[src/rtl/rlgn_pkg.sv]
package rlgn_pkg;

   localparam int HW_W   = 16;
   localparam int WORD_W = 32;

   // a halfword whose two low bits are both set opens a 32-bit instruction
   function automatic logic hw_opens_full(input logic [HW_W-1:0] hw);
      return hw[1:0] == 2'b11;
   endfunction

   function automatic logic hw_is_bad(input logic [HW_W-1:0] hw);
      return (hw == '0) || (hw == '1);
   endfunction

endpackage

[src/rtl/rlgn_len_dec.sv]
module rlgn_len_dec
   import rlgn_pkg::*;
(
   input  logic [HW_W-1:0] hw,
   output logic            full,
   output logic            bad
);

   assign full = hw_opens_full(hw);
   assign bad  = hw_is_bad(hw);

endmodule

[src/rtl/rlgn_hold.sv]
module rlgn_hold
   import rlgn_pkg::*;
#(
   parameter bit RESET_ODD = 1'b0
)(
   input  logic            clk,
   input  logic            rst_n,
   input  logic            redir_valid,
   input  logic            redir_odd,
   input  logic            load,
   input  logic [HW_W-1:0] load_hw,
   input  logic            clr,
   input  logic            clr_skip,
   output logic [HW_W-1:0] hold_q,
   output logic            hold_v,
   output logic            skip_q
);

   always_ff @(posedge clk) begin
      if (!rst_n) begin
         hold_q <= '0;
         hold_v <= 1'b0;
         skip_q <= RESET_ODD;
      end else if (redir_valid) begin
         hold_v <= 1'b0;
         skip_q <= redir_odd;
      end else begin
         if (load) begin
            hold_q <= load_hw;
            hold_v <= 1'b1;
         end else if (clr) begin
            hold_v <= 1'b0;
         end
         if (clr_skip) skip_q <= 1'b0;
      end
   end


   skip_excl_chk: assert property (@(posedge clk) disable iff (!rst_n)
      skip_q |-> !hold_v);

endmodule

[src/rtl/rlgn_pc_seq.sv]
module rlgn_pc_seq #(
   parameter int          ADDR_W   = 16,
   parameter logic [63:0] RESET_PC = '0
)(
   input  logic                clk,
   input  logic                rst_n,
   input  logic                redir_valid,
   input  logic [ADDR_W-1:0]   redir_pc,
   input  logic                out_fire,
   input  logic                out_full,
   input  logic                fetch_fire,
   output logic [ADDR_W-1:0]   pc_q,
   output logic [ADDR_W-1:0]   next_pc,
   output logic [ADDR_W-3:0]   word_q
);

   localparam int WIDX_W = ADDR_W - 2;
   localparam logic [ADDR_W-1:0] PC0 = RESET_PC[ADDR_W-1:0];

   assign next_pc = pc_q + (out_full ? ADDR_W'(4) : ADDR_W'(2));

   always_ff @(posedge clk) begin
      if (!rst_n) begin
         pc_q   <= {PC0[ADDR_W-1:1], 1'b0};
         word_q <= PC0[ADDR_W-1:2];
      end else if (redir_valid) begin
         pc_q   <= {redir_pc[ADDR_W-1:1], 1'b0};
         word_q <= redir_pc[ADDR_W-1:2];
      end else begin
         if (out_fire)   pc_q   <= next_pc;
         if (fetch_fire) word_q <= word_q + WIDX_W'(1);
      end
   end


   redir_pc_chk: assert property (@(posedge clk) disable iff (!rst_n)
      redir_valid |=> (pc_q == {$past(redir_pc[ADDR_W-1:1]), 1'b0})
                      && (word_q == $past(redir_pc[ADDR_W-1:2])));

endmodule

[src/rtl/hw_realign.sv]
module hw_realign
   import rlgn_pkg::*;
#(
   parameter int          ADDR_W   = 16,
   parameter logic [63:0] RESET_PC = '0
)(
   input  logic                clk,
   input  logic                rst_n,
   input  logic                redir_valid,
   input  logic [ADDR_W-1:0]   redir_pc,
   output logic [ADDR_W-3:0]   fetch_word,
   input  logic                fw_valid,
   input  logic [WORD_W-1:0]   fw_data,
   output logic                fw_ready,
   output logic                out_valid,
   input  logic                out_ready,
   output logic [WORD_W-1:0]   out_instr,
   output logic [ADDR_W-1:0]   out_pc,
   output logic [ADDR_W-1:0]   out_next_pc,
   output logic                out_compressed,
   output logic                out_illegal
);

   if (ADDR_W < 4 || ADDR_W > 64) begin : g_bad_width
      $error("hw_realign: ADDR_W must lie in 4..64");
   end
   if (RESET_PC[0] != 1'b0) begin : g_bad_reset
      $error("hw_realign: RESET_PC must be halfword aligned");
   end

   logic [HW_W-1:0] hold_q, first_hw, load_hw;
   logic            hold_v, skip_q, first_full, first_bad;
   logic            load, clr, clr_skip, out_fire, fetch_fire;

   assign first_hw = hold_v ? hold_q
                   : (skip_q ? fw_data[31:16] : fw_data[15:0]);

   rlgn_len_dec u_dec (
      .hw   (first_hw),
      .full (first_full),
      .bad  (first_bad)
   );

   always_comb begin
      out_valid = 1'b0;
      fw_ready  = 1'b0;
      out_instr = '0;
      load_hw   = fw_data[31:16];
      if (redir_valid) begin
         out_valid = 1'b0;
      end else if (hold_v) begin
         if (!first_full) begin
            out_valid = 1'b1;
            out_instr = {16'h0000, hold_q};
         end else begin
            out_valid = fw_valid;
            out_instr = {fw_data[15:0], hold_q};
            fw_ready  = out_ready;
         end
      end else if (skip_q) begin
         if (!first_full) begin
            out_valid = fw_valid;
            out_instr = {16'h0000, fw_data[31:16]};
            fw_ready  = out_ready;
         end else begin
            fw_ready  = 1'b1;
         end
      end else begin
         out_valid = fw_valid;
         fw_ready  = out_ready;
         out_instr = first_full ? fw_data : {16'h0000, fw_data[15:0]};
      end
   end

   assign out_fire   = out_valid && out_ready;
   assign fetch_fire = fw_valid && fw_ready;
   // the upper half of a taken word is kept unless it was the instruction itself
   assign load       = fetch_fire && !(skip_q && !first_full)
                       && !(!hold_v && !skip_q && first_full);
   assign clr        = hold_v && !first_full && out_fire;
   assign clr_skip   = skip_q && fetch_fire;

   rlgn_hold #(.RESET_ODD(RESET_PC[1])) u_hold (
      .clk         (clk),
      .rst_n       (rst_n),
      .redir_valid (redir_valid),
      .redir_odd   (redir_pc[1]),
      .load        (load),
      .load_hw     (load_hw),
      .clr         (clr),
      .clr_skip    (clr_skip),
      .hold_q      (hold_q),
      .hold_v      (hold_v),
      .skip_q      (skip_q)
   );

   rlgn_pc_seq #(.ADDR_W(ADDR_W), .RESET_PC(RESET_PC)) u_pc (
      .clk         (clk),
      .rst_n       (rst_n),
      .redir_valid (redir_valid),
      .redir_pc    (redir_pc),
      .out_fire    (out_fire),
      .out_full    (first_full),
      .fetch_fire  (fetch_fire),
      .pc_q        (out_pc),
      .next_pc     (out_next_pc),
      .word_q      (fetch_word)
   );

   assign out_compressed = !first_full;
   assign out_illegal    = first_bad;


   len_flag_chk: assert property (@(posedge clk) disable iff (!rst_n)
      out_valid |-> (out_compressed == (out_instr[1:0] != 2'b11)));


   pc_seq_chk: assert property (@(posedge clk) disable iff (!rst_n)
      (out_fire && !redir_valid) |=> (out_pc == $past(out_next_pc)));


   redir_quiet_chk: assert property (@(posedge clk) disable iff (!rst_n)
      redir_valid |-> (!out_valid && !fw_ready));


   drain_stall_chk: assert property (@(posedge clk) disable iff (!rst_n)
      (hold_v && !first_full) |-> !fw_ready);


   illegal_mark_chk: assert property (@(posedge clk) disable iff (!rst_n)
      (out_valid && (out_instr[15:0] == 16'h0000)) |-> out_illegal);


   split_wait_chk: assert property (@(posedge clk) disable iff (!rst_n)
      (!hold_v && skip_q && first_full) |-> !out_valid);


   stall_hold_chk: assert property (@(posedge clk) disable iff (!rst_n)
      (out_valid && !out_ready && !redir_valid) |=> $stable(out_pc));

endmodule

[config.mk]
export PLATFORM = sky130hd
export DESIGN_NAME = hw_realign
export DESIGN_NICKNAME = d
export VERILOG_FILES = /design/src/rtl/rlgn_pkg.sv /design/src/rtl/rlgn_len_dec.sv /design/src/rtl/rlgn_hold.sv /design/src/rtl/rlgn_pc_seq.sv /design/src/rtl/hw_realign.sv
export SDC_FILE = /design/constraint.sdc
export NUM_CORES = 1
export LEC_CHECK = 0
export BUFFER_PORTS_ARGS = -buffer_cell sky130_fd_sc_hd__clkbuf_2
export CAP_MARGIN = 20
export CORE_UTILIZATION = 54
export DETAILED_ROUTE_END_ITERATION = 10
export PLACE_DENSITY = 0.88
export SLEW_MARGIN = 20
export SYNTH_ARGS = -nofsm -noshare
export SYNTH_HDL_FRONTEND = slang
export SYNTH_SLANG_ARGS = --single-unit
[constraint.sdc]
create_clock -name clk -period 4.6 [get_ports clk]
set_clock_uncertainty 0.15 [all_clocks]
set_input_delay 0.23 -clock clk [delete_from_list [all_inputs] [get_ports clk]]
set_output_delay 0.23 -clock clk [all_outputs]
set_load 0.02 [all_outputs]
; Word level (Yosys, flattened, before mapping)
; Cells that the tools add are included.
[op_classes]
n_reduce_logical = 23
muxes = 27
n_addsub = 2
eq_ne = 2
bitwise_logic = 2
[op_table]
columns = operator, n
row1 = two-way mux 32 bit, 5
row2 = two-way mux 16 bit, 5
row3 = two-way mux 14 bit, 2
row4 = adder 16 bit, 1
row5 = "equality test 16 bit, second input constant", 1
row6 = logical NOT 16 bit, 1
row7 = "adder 14 x 1 -> 14 bit, second input constant", 1
row8 = two-way mux 1 bit, 14
row9 = logical AND 1 bit, 10
row10 = nonzero test 2 bit, 4
row11 = logical NOT 1 bit, 5
row12 = two-way mux 3 bit, 1
row13 = "equality test 2 bit, second input constant", 1
row14 = inverter 1 bit, 2
row15 = AND reduction 2 bit, 1
row16 = OR reduction 2 bit, 1
row17 = logical OR 1 bit, 1
[word_totals]
input_bits = 53
reg_bits = 48
output_inout_bits = 82
elab_cells = 62

; Depth between registers and ports, before layout
[depth]
ltp_word = 11
mapped_depth = 12
ltp_nobuf = 9

; Hierarchy
; Synthesis repeated with hierarchy kept, for this count alone.
[hier_totals]
hier_cells = 439
hier_area_um2 = 3504.6
[modules_own_cells]
columns = module, n_inst, area_each_um2, seq_area_each_um2, cells_per_inst
row1 = rlgn_pc_seq, 1, 1757.9, 580.6, 217
row2 = hw_realign, 1, 930.9, 0.0, 132
row3 = rlgn_hold, 1, 742.0, 360.3, 78
row4 = rlgn_len_dec, 1, 73.8, 0.0, 12

; Least setup slack after synthesis
; Ideal clock, no wire load.
[synth_path]
kind = register -> output
from = register u_hold.skip_q
to = output port out_next_pc[15]
setup_slack_ps = 1620
arrival_ps = 2600
path_stages_with_launch = 13
path_buffers = 3
required_ps = 4220
path_cell_list = dfxtp_1 buf_6 mux2_2 mux2i_2 nor2_8 inv_2 and2_1 ha_1 a31oi_1 buf_4 buf_6 nor3_1 xor2_1
[synth_via]
elab_chain_cells = 5
[synth_rtl]
columns = item, line
row1 = "start, declared", rlgn_hold.sv:16  ; output logic skip_q
row2 = "start signal, assigned", rlgn_hold.sv:26  ; skip_q <= redir_odd;
row3 = two-way mux 16 bit, hw_realign.sv:36  ; : (skip_q ? fw_data[31:16] : fw_data[15:0]);
row4 = two-way mux 16 bit, hw_realign.sv:35  ; assign first_hw = hold_v ? hold_q
row5 = equality test 2 bit, rlgn_pkg.sv:8  ; return hw[1:0] == 2'b11;
row6 = two-way mux 3 bit, rlgn_pc_seq.sv:20  ; assign next_pc = pc_q + (out_full ? ADDR_W'(4) : ADDR_W'(2));
row7 = adder 16 bit, rlgn_pc_seq.sv:20
row8 = "end, declared", hw_realign.sv:19  ; output logic [ADDR_W-1:0] out_next_pc,
; Every way passes these cells.

; Worst setup path after layout
[layout_path]
from = register u_hold.skip_q
to = output port out_next_pc[9]
; Same word-level chain as after synthesis.

==> results.json <==
{
  "status": "finished with violations",
  "violations": "DRC",
  "worst_pin_slew_ps": 972.2,
  "die_h_um": 84.40,
  "cp.required_ps": 4220,
  "htree_levels": 2,
  "final-hold-violation-count": 0,
  "overflow": 0,
  "clk_path_buf_depth": 2,
  "seq_area_frac_synth_pct": 25.67,
  "swShare_pct": 37.91,
  "via_count": 4308,
  "min_period_ps": 3884,
  "yosysWarnings": 0,
  "power_frac_comb_pct": 31.9,
  "r2r_cells": 10,
  "register_area_um2": 942.2,
  "postRouteAntennaNets": 0,
  "rrSetupSlack_ps": 1150,
  "peakVddDrop_uv": 134.8,
  "synthToLayoutAreaGrowth_pct": 18.74,
  "io_pins": 135,
  "met1_usage_pct": 41.11,
  "grt_use_total_pct": 31.16,
  "start_kind": "flip-flop",
  "leakage_nw": 1.797,
  "powerDensity_nw_per_um2": 243.8,
  "finalPower_mw": 1.061,
  "rsz0062_at_grt": "no",
  "clock_latency_ps": 310,
  "relSlewSlack_pct": 35.19,
  "grt_pass1_wl_um": 18050,
  "grt_max_degree": 51,
  "crit_type": "flip-flop to output port",
  "cts.sinks": 47,
  "path_buf_inv": 3,
  "async_flop_share_pct": 0,
  "reg2reg_to": "u_pc.pc_q[9]",
  "final_nets": 649,
  "routedWlPerCell_um": 16.99,
  "ys_top_cells_by_area": "dfxtp_1 26%, mux2i_1 8.7%, nand2_1 8.7%, a311oi_1 4.3%, a21oi_1 4.1%",
  "ys_ff_latch": 47,
  "clkTransAtPathRegs_ps": 90,
  "fmax_ghz": 0.2575,
  "drtIter0Drc": 372,
  "power_frac_clock_pct": 24.0,
  "synth_top_area_share_pct": 25.67,
  "io_buffers": 131,
  "start_util_pct": 56.76,
  "setup.worst_path.end": "out_next_pc[9]",
  "synth_top_area_cell": "dfxtp_1",
  "avgSynthCellArea_um2": 7.497,
  "cts.repair.resized": 0,
  "grtUsageMet2_pct": 50.52,
  "critPathMaxStageDelay_ps": 840,
  "place.detailed.hpwl_um": 8167,
  "cts_tree": "done",
  "grt_busiest_layer": "met2",
  "cp-startpoint": "u_hold.skip_q",
  "fin_setup_tns_ps": 0,
  "dieArea_um2": 7123,
  "cap_violations": 0,
  "dieWidth_um": 84.40,
  "setup_viol": 0,
  "cp.depth": 11,
  "fin_crit_sh_pct": 84.42,
  "drive_gt1_share_pct": 25.88,
  "routed_wl_um": 11410,
  "rows": 29,
  "cp_cell_sequence": "mux2_2, mux2i_2, nor2_8, inv_2, and2_1, ha_1, a31oi_1, buf_4, nor3_1, xor2_1, clkbuf_2",
  "place_congestion": 0.8989,
  "synth.most_common_cell": "nand2_1",
  "crit_arrival_ps": 3500,
  "end_kind": "output port",
  "drc": 6,
  "numCtsBuffers": 5,
  "synth_cells": 489,
  "use_met3_pct": 4.031,
  "p_int_mw": 0.6588,
  "hold_buffers": 0,
  "synth_common_cells": "85 x nand2_1, 47 x dfxtp_1, 32 x mux2i_1",
  "netSwitchingPower_mw": 0.4022,
  "crit_slowest_cell": "dfxtp_1",
  "min_path_type": "primary input to flip-flop",
  "crit_fanout": 21,
  "synth_edf_count": 0,
  "p_seq_share_pct": 44.0,
  "fillers": 567,
  "post_cts_buffers": 0,
  "critPathTopFamily": "flip-flops",
  "firstDrtPassIters": 8,
  "maxSlewViolCount": 0,
  "grt_pass1_vias": 3775,
  "synth_flop_cell": "dfxtp_1",
  "worst_r2r_startpoint": "u_hold.skip_q",
  "coreArea_um2": 6459,
  "vias_per_cell": 6.411,
  "netlist_area_um2": 3666,
  "synth_cell_type_count": 58,
  "antenna_found_initial": 0,
  "cts_root_buffer": "clkbuf_8",
  "multi_input_area_um2": 2506,
  "n_antenna_cell": 0
}
[routing by layer]
layer	vias to the layer above	wire length (µm)
met3	45	933
met5	-	0
met4	0	451
met2	244	5391
li1	2007	-
met1	2012	4637
[area by class of cell]
class | count | area share (%)
clock buffers | 7 | 1.753
clock inverters | 1 | 0.1150
inverters | 8 | 0.6899
multi-input cells | 396 | 57.57
flip-flops and latches | 47 | 21.64
well taps | 77 | 2.213
repair buffers | 136 | 16.01
[flip-flops by register name (all words and copies together), names as in the netlist]
signal,cells
u_pc.pc_q,15
u_pc.word_q,14
u_hold.hold_v,1
u_hold.hold_q,16
u_hold.skip_q,1
[placed cells by master (no fill, tap or decap), types with 3 or more instances in the layout]
master / n
clkbuf_2: 131
nand2_1: 85
dfxtp_1: 46
mux2i_1: 32
a21oi_1: 30
nor2_1: 29
nor3b_1: 18
a311oi_1: 18
o21a_1: 16
nand3_1: 15
nand4_1: 15
o21ai_0: 15
a31oi_1: 12
nor3_1: 12
xnor2_1: 12
xor2_1: 11
or4_1: 10
inv_1: 7
and3_1: 7
o31ai_1: 7
nor4_1: 6
clkbuf_8: 5
and2_1: 4
buf_4: 4
nor2b_1: 3
[power by group through the flow]
stage                     sequential (mW)  clock, mW  combinational (mW)
final                               0.467      0.255               0.339
after global routing                0.471      0.271               0.363
after CTS                           0.466      0.249               0.335
after detailed placement            0.474          0               0.332
after global placement              0.473          0               0.322
after floorplan                     0.482          0               0.213
[metrics by stage]
step	instances	worst slack, ps	utilization, %	instance area (µm²)	hold WS, ps
after global placement	663	1269	65.96	4260	293.9
after detailed placement	663	1141	65.96	4260	298.6
final	672	716.5	67.40	4353	17.09
after global routing	672	509.5	67.40	4353	21.62
after CTS	671	773.7	67.22	4342	19.76
after floorplan	490	1620	-	3670	222.1
[worst min-delay path, cell delays in order]
cell	delay, ps
clkbuf_2	100
nand2_1	50
mux2i_1	50
[worst min-delay path by stage]
stage	startpoint	end	slack [ps]	depth (start not counted)
floorplan	fw_data[26]	u_hold.hold_q[10]	220	2
global placement	u_hold.hold_q[2]	u_hold.hold_q[2]	290	2
detailed placement	u_hold.hold_q[9]	u_hold.hold_q[9]	300	2
CTS	fw_data[19]	u_hold.hold_q[3]	20	3
global route	fw_data[19]	u_hold.hold_q[3]	20	3
finish	fw_data[19]	u_hold.hold_q[3]	20	3
[cell families (layout without fill, tap and decap cells)]
group	Yosys count	count (layout)	synth area share (%)
simple gates	212	212	29.01
compound gates	122	122	23.24
flops	47	47	25.67
buf+inv	47	152	6.075
mux	35	35	9.727
xor+xnor	23	23	5.495
fa+ha+maj	2	2	0.6825
other cells	1	2	0.1023
Note: power is estimated with default switching activity, not from simulation.
